**config.mk**
```make
export PLATFORM = sky130hd
export DESIGN_NAME = flow_burst_router
export DESIGN_NICKNAME = d
export VERILOG_FILES = /design/src/rtl/flow_burst_pkg.sv /design/src/rtl/flow_burst_ctrl.sv /design/src/rtl/flow_burst_dpath.sv /design/src/rtl/flow_burst_router.sv
export SDC_FILE = /design/constraint.sdc
export NUM_CORES = 1
export LEC_CHECK = 0
export BUFFER_PORTS_ARGS = -buffer_cell sky130_fd_sc_hd__clkbuf_2
export CORE_MARGIN = 2
export CORE_UTILIZATION = 50
export CTS_CLUSTER_DIAMETER = 50
export DETAILED_ROUTE_END_ITERATION = 8
export GPL_TIMING_DRIVEN = 0
export PLACE_DENSITY = 0.65
export SKIP_LAST_GASP = 1
export SLEW_MARGIN = 20
export SYNTH_ARGS = -nofsm -noshare
export SYNTH_HDL_FRONTEND = slang
export SYNTH_SLANG_ARGS = --single-unit
export TNS_END_PERCENT = 20
```
**constraint.sdc**
```tcl
create_clock -name clk -period 4.3 [get_ports clk]
set_input_delay 1.29 -clock clk [delete_from_list [all_inputs] [get_ports clk]]
set_output_delay 1.29 -clock clk [all_outputs]
set_load 0.005 [all_outputs]
```
**src/rtl/flow_burst_pkg.sv**
```systemverilog
package flow_burst_pkg;
  // Descriptor field positions (decoded by software and by the lookup)
  localparam int CODE_W    = 4;
  localparam int ROUTE_W   = 2;
  localparam int HUNGRY_LO = 0;
  localparam int STARVE_LO = 4;
  localparam int ROUTE_LO  = 8;
  localparam int USED_W    = 10;
  localparam int STAT_W    = 2;

  typedef enum logic [ROUTE_W-1:0] {
    ROUTE_MAIN    = 2'b00,
    ROUTE_SECOND  = 2'b01,
    ROUTE_CAPTURE = 2'b10,
    ROUTE_DROP    = 2'b11
  } route_e;

  typedef enum logic [STAT_W-1:0] {
    STAT_SATISFIED = 2'b00,
    STAT_HUNGRY    = 2'b01,
    STAT_STARVING  = 2'b10,
    STAT_STARVING2 = 2'b11
  } flowStat_e;

  // Strobes from control to datapath
  typedef struct packed {
    logic wrStb;
    logic rdStb;
    logic lkStb;
    logic wrBad;
  } ctrlStb_t;
endpackage

```
**src/rtl/flow_burst_ctrl.sv**
```systemverilog
module flow_burst_ctrl
  import flow_burst_pkg::*;
#(
  parameter int NUM_CH = 64,
  parameter int DATA_W = 32,
  localparam int CH_W  = $clog2(NUM_CH)
) (
  input  logic              regWrEn,
  input  logic              regRdEn,
  input  logic [CH_W-1:0]   regAddr,
  input  logic [DATA_W-1:0] regWrData,
  input  logic              reqValid,
  input  logic [CH_W-1:0]   reqChan,
  output ctrlStb_t          stb,
  output logic [CH_W-1:0]   accChan,
  output logic [CH_W-1:0]   lkChan,
  output logic [CODE_W-1:0] wrHungry,
  output logic [CODE_W-1:0] wrStarve,
  output route_e            wrRoute
);
  always_comb begin
    wrHungry  = regWrData[HUNGRY_LO +: CODE_W];
    wrStarve  = regWrData[STARVE_LO +: CODE_W];
    wrRoute   = route_e'(regWrData[ROUTE_LO +: ROUTE_W]);
    accChan   = regAddr;
    lkChan    = reqChan;
    stb.wrStb = regWrEn;
    stb.rdStb = regRdEn;
    stb.lkStb = reqValid;
    stb.wrBad = regWrEn && (wrStarve < wrHungry);
  end
endmodule

```
**src/rtl/flow_burst_dpath.sv**
```systemverilog
module flow_burst_dpath
  import flow_burst_pkg::*;
#(
  parameter int NUM_CH     = 64,
  parameter int DATA_W     = 32,
  parameter int UNIT_SHIFT = 4,
  localparam int CH_W      = $clog2(NUM_CH),
  localparam int BURST_W   = CODE_W + 1 + UNIT_SHIFT,
  localparam int NUM_ROUTE = 1 << ROUTE_W
) (
  input  logic                     clk,
  input  logic                     rstN,
  input  ctrlStb_t                 stb,
  input  logic [CH_W-1:0]          accChan,
  input  logic [CH_W-1:0]          lkChan,
  input  logic [CODE_W-1:0]        wrHungry,
  input  logic [CODE_W-1:0]        wrStarve,
  input  route_e                   wrRoute,
  input  logic [STAT_W*NUM_CH-1:0] flowStatus,
  output logic [DATA_W-1:0]        regRdData,
  output logic                     grantValid,
  output logic [BURST_W-1:0]       burstBytes,
  output logic [NUM_ROUTE-1:0]     pathSel,
  output logic                     cfgError
);
  logic [CODE_W-1:0] hungryQ [NUM_CH];
  logic [CODE_W-1:0] starveQ [NUM_CH];
  route_e            routeQ  [NUM_CH];
  logic [NUM_CH-1:0] badQ;

  for (genvar ch = 0; ch < NUM_CH; ch++) begin : g_desc
    always_ff @(posedge clk or negedge rstN) begin
      if (!rstN) begin
        hungryQ[ch] <= '1;
        starveQ[ch] <= '1;
        routeQ[ch]  <= ROUTE_DROP;
        badQ[ch]    <= 1'b0;
      end else if (stb.wrStb && accChan == CH_W'(ch)) begin
        hungryQ[ch] <= wrHungry;
        starveQ[ch] <= wrStarve;
        routeQ[ch]  <= wrRoute;
        badQ[ch]    <= stb.wrBad;
      end
    end
  end

  assign cfgError = |badQ;

  // Register read-out
  logic [DATA_W-1:0] rdWord;
  always_comb begin
    rdWord = '0;
    rdWord[HUNGRY_LO +: CODE_W]  = hungryQ[accChan];
    rdWord[STARVE_LO +: CODE_W]  = starveQ[accChan];
    rdWord[ROUTE_LO +: ROUTE_W]  = routeQ[accChan];
  end

  always_ff @(posedge clk or negedge rstN) begin
    if (!rstN) regRdData <= '0;
    else       regRdData <= stb.rdStb ? rdWord : '0;
  end

  // Lookup
  logic [STAT_W-1:0]    statSel;
  logic [CODE_W-1:0]    codeSel;
  logic [CODE_W-1:0]    starveEff;
  logic [BURST_W-1:0]   burstNext;
  logic [NUM_ROUTE-1:0] pathNext;
  route_e               routeSel;

  always_comb begin
    statSel   = flowStatus[{lkChan, 1'b0} +: STAT_W];
    routeSel  = routeQ[lkChan];
    // a stored starving code below hungry falls back to the hungry code
    starveEff = badQ[lkChan] ? hungryQ[lkChan] : starveQ[lkChan];
    codeSel   = (statSel == STAT_HUNGRY) ? hungryQ[lkChan] : starveEff;
    burstNext = '0;
    if (routeSel == ROUTE_MAIN && statSel != STAT_SATISFIED)
      burstNext = (BURST_W'(codeSel) + BURST_W'(1)) << UNIT_SHIFT;
    pathNext = '0;
    pathNext[routeSel] = 1'b1;
  end

  always_ff @(posedge clk or negedge rstN) begin
    if (!rstN) begin
      grantValid <= 1'b0;
      burstBytes <= '0;
      pathSel    <= '0;
    end else begin
      grantValid <= stb.lkStb;
      burstBytes <= stb.lkStb ? burstNext : '0;
      pathSel    <= stb.lkStb ? pathNext : '0;
    end
  end
endmodule

```
**src/rtl/flow_burst_router.sv**
```systemverilog
module flow_burst_router
  import flow_burst_pkg::*;
#(
  parameter int NUM_CH     = 64,
  parameter int DATA_W     = 32,
  parameter int UNIT_SHIFT = 4,
  localparam int CH_W      = $clog2(NUM_CH),
  localparam int BURST_W   = CODE_W + 1 + UNIT_SHIFT,
  localparam int NUM_ROUTE = 1 << ROUTE_W
) (
  input  logic                     clk,
  input  logic                     rstN,
  input  logic                     regWrEn,
  input  logic                     regRdEn,
  input  logic [CH_W-1:0]          regAddr,
  input  logic [DATA_W-1:0]        regWrData,
  output logic [DATA_W-1:0]        regRdData,
  input  logic [STAT_W*NUM_CH-1:0] flowStatus,
  input  logic                     reqValid,
  input  logic [CH_W-1:0]          reqChan,
  output logic                     grantValid,
  output logic [BURST_W-1:0]       burstBytes,
  output logic [NUM_ROUTE-1:0]     pathSel,
  output logic                     cfgError
);
  ctrlStb_t          stb;
  logic [CH_W-1:0]   accChan;
  logic [CH_W-1:0]   lkChan;
  logic [CODE_W-1:0] wrHungry;
  logic [CODE_W-1:0] wrStarve;
  route_e            wrRoute;

  flow_burst_ctrl #(.NUM_CH(NUM_CH), .DATA_W(DATA_W)) ctrl_i (
    .regWrEn(regWrEn), .regRdEn(regRdEn), .regAddr(regAddr),
    .regWrData(regWrData), .reqValid(reqValid), .reqChan(reqChan),
    .stb(stb), .accChan(accChan), .lkChan(lkChan),
    .wrHungry(wrHungry), .wrStarve(wrStarve), .wrRoute(wrRoute)
  );

  flow_burst_dpath #(.NUM_CH(NUM_CH), .DATA_W(DATA_W), .UNIT_SHIFT(UNIT_SHIFT)) dpath_i (
    .clk(clk), .rstN(rstN), .stb(stb), .accChan(accChan), .lkChan(lkChan),
    .wrHungry(wrHungry), .wrStarve(wrStarve), .wrRoute(wrRoute),
    .flowStatus(flowStatus), .regRdData(regRdData), .grantValid(grantValid),
    .burstBytes(burstBytes), .pathSel(pathSel), .cfgError(cfgError)
  );
endmodule

```
; ---- Word level (Yosys, flattened, before mapping)
; Index checks and enable logic that the tools add are counted.
[totals]
input_bits = 177
word_cells = 433
reg_bits = 750
out_inout_bits = 47
[op_classes]
addsub = 1
bitwise_logic = 2
n_reduce_logical = 71
magnitude_cmp = 6
eq_ne = 64
n_mux = 28
shift = 1
[op_table]
columns = op, n
row1 = equality test 6 bit (second input constant), 32
row2 = indexed part select 128 x 8 -> 2 bit, 1
row3 = binary-select mux 4 bit (select 6 bit), 4
row4 = equality test 6 x 5 -> 1 bit (second input constant), 16
row5 = logical AND 1 bit, 67
row6 = OR reduction 64 bit, 1
row7 = equality test 6 x 4 -> 1 bit (second input constant), 8
row8 = 2-to-1 mux 4 bit, 11
row9 = binary-select mux 2 bit (select 6 bit), 2
row10 = equality test 6 x 3 -> 1 bit (second input constant), 4
row11 = 2-to-1 mux 9 bit, 2
row12 = greater-or-equal comparator 7 bit (second input constant), 2
row13 = NOT 6 -> 7 bit, 2
row14 = equality test 6 x 2 -> 1 bit (second input constant), 2
row15 = 2-to-1 mux 10 bit, 1
row16 = 2-to-1 mux 2 bit, 4
row17 = less-than comparator 6 x 7 -> 1 bit (second input constant), 1
row18 = binary-select mux 1 bit (select 6 bit), 1
row19 = equality test 6 x 1 -> 1 bit (second input constant), 1
row20 = logical NOT 6 bit, 1
row21 = adder 4 x 1 -> 5 bit (second input constant), 1
row22 = less-than comparator 4 bit, 1
row23 = less-than comparator 2 x 3 -> 1 bit (second input constant), 1
row24 = demux 1 bit (select 2 bit), 1
row25 = other kinds (5), 6

; ---- Depth between registers and ports, before layout
; Gate-level depths: netlist (run 1).
[logic_depth]
ltp_word = 9
depth_mapped = 14
depth_no_buf = 10

; ---- By module
; Synthesis (run 1) repeated with hierarchy kept, for this count alone.
[hier_totals]
hier_cells = 2434
hier_area_um2 = 40207.3
[by_module_without_submodules]
columns = mod, n_inst, cells_per_inst, area_per_inst_um2
row1 = flow_burst_dpath, 1, 2396, 39932.0
row2 = flow_burst_ctrl, 1, 38, 275.3

; ---- Worst setup path before layout (run 1)
; OpenSTA, ideal clock, no wires.
[synth_timing]
path_kind = input -> register
from = in reqChan[1]
to = reg dpath_i.burstBytes[5]
setup_slack_ps = 19
stages = 12
required_ps = 4180
t_arrival_ps = 4162
setup_time_ps = 120
cell_sequence = buf_4 buf_4 buf_2 clkbuf_1 buf_1 mux4_2 mux4_2 mux2i_1 mux2i_1 mux2_2 ha_1 and3_1
[synth_between]
elab_chain_len = 9
word_cells_on_any_way = 22
cone_classes = add/sub (1) / eq/ne (1) / shift (1) / mux (15) / bitwise (1) / reduce/logical (3)
[synth_rtl]
columns = item, line_no
row1 = start: declaration, flow_burst_router.sv:20  ; input logic [CH_W-1:0] reqChan,
row2 = NOT 6 -> 7 bit (implied by the code), "flow_burst_dpath.sv:73, flow_burst_dpath.sv:75, flow_burst_dpath.sv:76"
row3 = "binary-select mux 4 bit (select 6 bit), on equally long branches", "flow_burst_dpath.sv:75, flow_burst_dpath.sv:76"
row4 = "2-to-1 mux 4 bit, on equally long branches (2 in series)", "flow_burst_dpath.sv:75, flow_burst_dpath.sv:76"
row5 = 2-to-1 mux 4 bit, flow_burst_dpath.sv:75  ; starveEff = badQ[lkChan] ? hungryQ[lkChan] : starveQ[lkChan];
row6 = 2-to-1 mux 4 bit, flow_burst_dpath.sv:76  ; codeSel = (statSel == STAT_HUNGRY) ? hungryQ[lkChan] : starveEff;
row7 = adder 4 x 1 -> 5 bit, flow_burst_dpath.sv:79  ; burstNext = (BURST_W'(codeSel) + BURST_W'(1)) << UNIT_SHIFT;
row8 = 2-to-1 mux 9 bit (*), flow_burst_dpath.sv:78  ; if (routeSel == ROUTE_MAIN && statSel != STAT_SATISFIED)
row9 = 2-to-1 mux 9 bit (*), flow_burst_dpath.sv:91  ; burstBytes <= stb.lkStb ? burstNext : '0;
row10 = end signal: assignment, flow_burst_dpath.sv:91
row11 = end: declaration, flow_burst_dpath.sv:22  ; output logic [BURST_W-1:0] burstBytes,
; Every way passes the cells marked *; elsewhere a longest branch is shown, timed or not. The select of a mux whose other input is x is not followed.
; A chain may end at the register's enable or synchronous reset.

; ---- Worst setup path after layout (run 1)
[layout_timing]
from = in regAddr[1]
to = reg dpath_i.starveQ[55] (netlist bit)
[layout_between]
elab_chain_len = 2
[layout_rtl]
columns = item, line_no
row1 = start: declaration, flow_burst_router.sv:15  ; input logic [CH_W-1:0] regAddr,
row2 = equality test 6 bit, flow_burst_dpath.sv:38  ; end else if (stb.wrStb && accChan == CH_W'(ch)) begin
row3 = logical AND 1 bit, flow_burst_dpath.sv:38
row4 = end signal: indexed assignment, flow_burst_dpath.sv:40  ; starveQ[ch] <= wrStarve;
row5 = end: declaration, flow_burst_dpath.sv:27  ; logic [CODE_W-1:0] starveQ [NUM_CH];
; No other way between the ends.

==> results of run 1 <==
path summary, 6_finish.rpt:
check,start,to,slack [ns],depth (start not counted)
min in group asynchronous,rstN,dpath_i.badQ[54]$_DFFE_PN0P_,0.63,1
min,dpath_i.routeQ[98]$_DFFE_PN1P_,dpath_i.routeQ[98]$_DFFE_PN1P_,0.46,2
max in group asynchronous,rstN,dpath_i.routeQ[118]$_DFFE_PN1P_,2.10,4
max reg2reg,dpath_i.badQ[6]$_DFFE_PN0P_,dpath_i.burstBytes[8]$_DFF_PN0_,0.61,10
min reg2reg,dpath_i.routeQ[98]$_DFFE_PN1P_,dpath_i.routeQ[98]$_DFFE_PN1P_,0.46,2
max,regAddr[1],dpath_i.starveQ[55]$_DFFE_PN1P_,-0.30,8
power groups by stage:
stage          registers [uW]  logic, uW  clock network (uW)
6_report                 8980       3680                8510
5_1_grt                  9070       3840                8830
2_1_floorplan            8760       2330                   0
4_1_cts                  8930       3580                8520
3_3_place_gp             8910       3410                   0
3_5_place_dp             9020       3540                   0
registers in the layout (all words and copies together) (netlist names):
signal	flops
dpath_i.starveQ	256
dpath_i.routeQ	128
dpath_i.badQ	64
dpath_i.regRdData	10
dpath_i.pathSel	4
dpath_i.burstBytes	5
dpath_i.hungryQ	256
dpath_i.grantValid	1
critical path, stage by stage:
cell	delay, ns
clkbuf_1	0.29
clkbuf_1	0.42
clkbuf_2	0.56
nand2b_1	0.25
nor3_1	0.91
nand2_1	0.70
clkbuf_1	0.39
mux2_2	0.34
cells in the mapped netlist (3+ instances only):
| master | instances |
|---|---|
| or2_2 | 5 |
| a21oi_1 | 4 |
| nand2b_1 | 8 |
| mux2i_1 | 26 |
| mux2_2 | 316 |
| nor3_1 | 10 |
| and3_1 | 3 |
| ha_1 | 4 |
| o22ai_1 | 6 |
| nor2_1 | 36 |
| buf_1 | 37 |
| clkbuf_1 | 190 |
| buf_4 | 35 |
| nand4_1 | 5 |
| nand2_1 | 748 |
| and2_1 | 10 |
| inv_1 | 4 |
| nor4_1 | 17 |
| dfstp_2 | 640 |
| o21ai_0 | 259 |
| mux4_2 | 464 |
| buf_2 | 21 |
| nor2b_1 | 4 |
| dfrtp_1 | 84 |
cell families (layout without fill, tap and decap cells):
group           Yosys count  in the layout  synth area share [%]
simple gates            859            859                  8.67
mux                     806            806                  36.2
flops                   724            724                  48.0
buf+inv                 290            646                  3.26
compound gates          280            280                  3.71
fa+ha+maj                 4              4                 0.127
other cells               1             30               0.00951
xor+xnor                  1              1                0.0222
cell type report:
type	instances	area (sq um)	share of cell area, %
sequential	724	18900	41.4
buffer	282	1470	3.23
multi-input combinational	1976	19400	42.4
antenna	4	10.0	0.0219
inverter	4	15.0	0.0329
clock inverter	48	618	1.35
timing repair buffer	180	1180	2.59
tap	1040	1300	2.85
clock buffer	132	2780	6.09
cell usage in the layout (no fill, tap or decap), types with 5 or more instances in the layout:
cell / instances
and2_1: 10
buf_1: 13
buf_16: 11
buf_2: 20
buf_4: 49
buf_6: 13
bufinv_16: 10
clkbuf_1: 176
clkbuf_16: 99
clkbuf_2: 183
clkbuf_8: 25
clkinv_2: 11
clkinv_4: 7
clkinvlp_4: 6
conb_1: 26
dfrtp_1: 84
dfstp_2: 640
inv_6: 8
mux2_2: 315
mux2i_1: 23
mux4_2: 464
nand2_1: 748
nand2b_1: 8
nand4_1: 5
nor2_1: 36
nor3_1: 8
nor4_1: 13
o21ai_0: 259
o22ai_1: 6
or2_2: 5
through the flow:
stage / TNS [ns] / power [uW] / area (sq um) / utilization (%)
2_1_floorplan: 0 / 11100 / 39500 / -
3_3_place_gp: -7368.37 / 12300 / 41600 / 53.6
3_5_place_dp: -232.11 / 12600 / 42000 / 54.1
4_1_cts: -1.25 / 21000 / 45600 / 58.7
5_1_grt: -5.00 / 21700 / 45700 / 58.8
6_report: -6.73 / 21200 / 45700 / 58.8
per-layer routing:
layer,up-vias,wire length [um],GRT usage [%],part of all wire [%]
li1,11500,-,-,-
met1,15500,56200,49.8,37
met2,1926,66900,54.7,44
met3,440,18100,11.9,12
met4,6,9230,19.8,6.1
met5,-,49,0,0.033
what timing repair did:
action | 4_1_cts | 5_1_grt
pin swaps | 1 | 1
gates resized for setup | 68 | 6
buffers inserted | 3 | 0
endpoints found under the setup margin | 81 | 100
hold buffers | 0 | 0
cloned | 0 | 0
==> impl_results.md, run 1 <==
* Clock share of power at approximately two fifths
* Netlist cell types at between 40 and 50
* CTS tree: done
* Worst Setup End Kind: flip-flop
* Static leakage at 0.0184 uW
* DRT antenna net count at 0
* Max-slew violation count at 0
* Vias/cell at 6.70
* # IOs at roughly 220
* Via Count at 29400
* Sw Ratio at 27.8%
* # fillers at between 6000 and 7000
* Critical Path Start Type: input port
* Combinational share of power at between 10% and 20%
* Sequential group share of total power at between 40% and 50%
* Power density cells at ~460 nW/um^2
* Area grow syn2layout at 15.9%
* Worst Path Required at 4.88 ns
* Final setup margin at -0.297 ns
* Final worst clock skew at 0.0267 ns
* Hold WC Path Type: flip-flop to flip-flop
* Clk Latency, worst-skew pair at 0.67 ns
* Synth area leader: dfstp_2
* H-tree depth at 3
* Async set-reset flop share out of synthesis at 100%
* DRT iter0 DRCs at 4113
* Clk buf depth at 3
* Prevailing post-synth register cell: dfstp_2
* Gpl congestion at 1.02
* Critical Path AT at between 5 and 6 ns
* CTS buffer count at 97
* Setup CP Type: input port to flip-flop
* Reg clk slew, reported paths at around 0.06 ns
* P_int at roughly 15000 uW
* Failing checks: negative setup slack
* Non-filler instance count after layout at about 4400
* Synth area leaders: dfstp_2 (43%), mux4_2 (27%), mux2_2 (9.0%)
* Cells after Synth at a little under 3000
* Post-Route WL at 151000 um
* Max Fclk at 218 MHz
* Site row count at about 100
* Status: finished with violations
* EDFF count, synth at 0
* Initial Util at approximately half
* Routed len/inst at between 30 and 40 um
* Core ar. at ~78000 sq um
* Die Wd at 285 um
* Nets@finish at 3446
* Initial antenna violation count at 8
* First-pass GRT wire length at between 200000 and 250000 um
* Placed cells at around 4200
* Fin crit period at roughly 4.6 ns
* WHS at 0.464 ns
* # DRC at 0
* Drt pass-1 iters at 5
* Yosys top cell area share at between 40% and 50%
* Worst slew pin tran at around 1.3 ns
* Crit Path Max Fanout at 10
* Register bit total from synthesis at 724
* Cell area after synthesis at roughly 39000 sq um
* RSZ-0062 raised after global routing: yes
* Die height at 285 um
* Clock sink count at 724
* Post-route clock period utilization at 107%
* Largest net degree at the start of global routing at 100
* Grt ovf at 0
* Die area at roughly 81000 sq um
* P_sw at 5870 uW
* Avg Synthesized Cell Area at 13.3 sq um
* Max_slew headroom at approximately 15%
* Yosys warns at 0
* Place WS at -2.07 ns
* Share of layout cells above drive strength 1 at a little under three fifths
* Vias in the first global route at approximately 29000
* Detailed placer's ending HPWL at around 110000 um
* Max_cap viols at 0
* IR drop worst, VDD at between 0.3 and 0.4 mV
* GRT Util Overall at a little under two fifths
* Seq/Total Area, Yosys at between 40% and 50%
* Final Hold Viols at 0
* Buffers added on ports at between 150 and 200
* CTS root buf: clkbuf_16
* # setup viols final at 64
No activity file was read; power rests on OpenSTA's default activity.
==> inputs of run 2 (changes only) <==
--- a/config.mk
+++ b/config.mk
@@ -8,6 +8,7 @@
 export BUFFER_PORTS_ARGS = -buffer_cell sky130_fd_sc_hd__clkbuf_2
 export CORE_MARGIN = 2
 export CORE_UTILIZATION = 50
+export CTS_BUF_LIST = sky130_fd_sc_hd__clkbuf_16
 export CTS_CLUSTER_DIAMETER = 50
 export DETAILED_ROUTE_END_ITERATION = 8
 export GPL_TIMING_DRIVEN = 0
==> impl_results.md, run 2 (synthesized netlist as in run 1, its figures left out) <==
* Status: finished with violations
* Failing checks: negative setup slack
* Final Hold Viols at 0 (unchanged)
* Combinational share of power at 17.7% (+0.3 points)
* Place WS at -2.07 ns (unchanged)
* Final setup margin at -0.267 ns (+0.0293 ns)
* Nets@finish at 3446 (unchanged)
* H-tree depth at 3 (unchanged)
* Die area at 81100 sq um (unchanged)
* P_int at 14900 uW (-2.3%)
* Buffers added on ports at 165 (unchanged)
* Drt pass-1 iters at 6 (+1)
* Critical Path Start Type: input port
* Area grow syn2layout at 15.4%
* Largest net degree at the start of global routing at 100 (unchanged)
* RSZ-0062 raised after global routing: yes
* DRT antenna net count at 0 (unchanged)
* Clk buf depth at 3 (unchanged)
* Max_slew headroom at 14.3% (-0.35 points)
* Final worst clock skew at 0.0270 ns (+0.000335 ns)
* Site row count at 102 (unchanged)
* Commonest cells after routing, fill and taps aside: nand2_1 (748), dfstp_2 (640), mux4_2 (464)
* Top Registers: dpath_i.hungryQ (256), dpath_i.starveQ (256), dpath_i.routeQ (128)
* # fillers at 6185 (+0.60%)
* Reg clk slew, reported paths at 0.06 ns (about the same)
* Initial Util at 50.7% (unchanged)
* CTS root buf: clkbuf_16
* Sw Ratio at 28.2% (+0.42 points)
* Max Fclk at 219 MHz (+0.64%)
* Worst Setup End Kind: flip-flop
* Sequential group share of total power at 43.2% (+0.8 points)
* First-pass GRT wire length at 213000 um (about the same)
* Static leakage at 0.0183 uW (-0.21%)
* Setup CP Type: input port to flip-flop
* GRT Util Overall at 37.3% (about the same)
* Fin crit period at 4.57 ns (-0.0293 ns)
* Post-route clock period utilization at 106% (-0.68 points)
* Via Count at 29600 (+0.56%)
* Worst slew pin tran at 1.28 ns (+0.00521 ns)
* Most common cell after layout, fill and taps aside: nand2_1
* P_sw at 5860 uW (-0.30%)
* DRT iter0 DRCs at 3953 (-3.9%)
* Share of layout cells above drive strength 1 at 56.0% (-0.54 points)
* Initial antenna violation count at 8 (unchanged)
* # IOs at 224 (unchanged)
* IR drop worst, VDD at 0.367 mV (about the same)
* Die Wd at 285 um (unchanged)
* Max_cap viols at 0 (unchanged)
* Max-slew violation count at 0 (unchanged)
* Gpl congestion at 1.02 (unchanged)
* Critical Path AT at 5.17 ns (about the same)
* Power density cells at 457 nW/um^2 (-1.4%)
* Pwr Total at 20800 uW (-1.8%)
* Die height at 285 um (unchanged)
* Vias in the first global route at 29400 (+0.051%)
* Post-Route WL at 150000 um (about the same)
* Grt ovf at 0 (unchanged)
* Vias/cell at 6.73 (+0.54%)
* Detailed placer's ending HPWL at 113000 um (unchanged)
* Core ar. at 77700 sq um (unchanged)
* CTS buffer count at 97 (unchanged)
* Clk Latency, worst-skew pair at 0.67 ns (about the same)
* Clock sink count at 724 (unchanged)
* Crit Path Max Fanout at 10 (unchanged)
* Hold WC Path Type: flip-flop to flip-flop
* # setup viols final at 50 (-22%)
* # DRC at 0 (unchanged)
* Clock share of power at 39.2% (-1.0 points)
* Worst Path Required at 4.90 ns (+0.02 ns)
* CTS tree: done
* Routed len/inst at 34.3 um (-0.11%)
[run 2: cell count changes in the layout (fill, tap and decap cells not counted), sizes merged]
cell	before	now
clkbuf	485	452
clkinv	20	38
inv	16	31
diode	4	5
[run 2: critical path, cell delays in order]
cell	delay, ns
clkbuf_1	0.28
clkbuf_1	0.42
clkbuf_2	0.56
nand2b_1	0.24
nor3_1	0.92
nand2_1	0.68
clkbuf_1	0.41
mux2_2	0.34
[run 2: per-stage QoR]
| stage | cell area (sq um) | utilization (%) | cells | hold WS [ns] | setup TNS [ns] |
|---|---|---|---|---|---|
| finish | 45500 | 58.5 | 4391 | 0.461 | -5.91 |
| global route | 45500 | 58.5 | 4386 | 0.477 | -5.02 |
| CTS | 45500 | 58.5 | 4386 | 0.464 | -1.50 |
| detailed placement | 42000 | 54.1 | 4207 | 0.455 | -232.11 |
| global placement | 41600 | 53.6 | 4195 | 0.450 | -7368.37 |
| floorplan | 39500 | - | 2990 | 0.443 | 0 |
[run 2: layer usage]
layer	track usage (%)	wire [um]
met4	19.8	9260
met2	54.6	66800
met3	11.7	18600
met1	49.9	55700
met5	0	29
[run 2: power by group through the flow]
stage	Clock [uW]	Combinational, uW	Sequential (uW)
after global placement	0	3410	8910
after detailed placement	0	3540	9020
after floorplan	0	2330	8760
after global routing	8450	3840	9070
final	8140	3670	8970
after CTS	8150	3580	8930
[run 2: area by class of cell]
class / instances / area, sq um / area share (%)
antenna: 5 / 12.5 / 0.0275
buffer: 282 / 1470 / 3.24
clock buffer: 99 / 2480 / 5.44
clock inverter: 81 / 742 / 1.63
inverter: 4 / 15.0 / 0.0330
multi-input combinational: 1976 / 19400 / 42.6
sequential: 724 / 18900 / 41.6
tap: 1040 / 1300 / 2.86
timing repair buffer: 180 / 1180 / 2.60
[run 2: worst paths after layout]
check                                                 start  slack, ns                                to  depth (start not counted)
max reg2reg                     dpath_i.badQ[0]$_DFFE_PN0P_       0.56   dpath_i.burstBytes[8]$_DFF_PN0_                         10
max in group asynchronous                              rstN       2.12  dpath_i.starveQ[235]$_DFFE_PN1P_                          4
min reg2reg                dpath_i.starveQ[144]$_DFFE_PN1P_       0.46  dpath_i.starveQ[144]$_DFFE_PN1P_                          2
min in group asynchronous                              rstN       0.62      dpath_i.badQ[54]$_DFFE_PN0P_                          1
max                                              regAddr[1]      -0.27  dpath_i.starveQ[246]$_DFFE_PN1P_                          8
min                        dpath_i.starveQ[144]$_DFFE_PN1P_       0.46  dpath_i.starveQ[144]$_DFFE_PN1P_                          2
[run 2: what timing repair did]
action / in CTS / in global routing
hold endpoints to repair: 0 / 0
gates cloned: 0 / 0
gates resized for setup: 68 / 6
hold buffers: 0 / 0
endpoints found under the setup margin: 80 / 100
pin swaps: 1 / 1
buffers inserted: 3 / 0
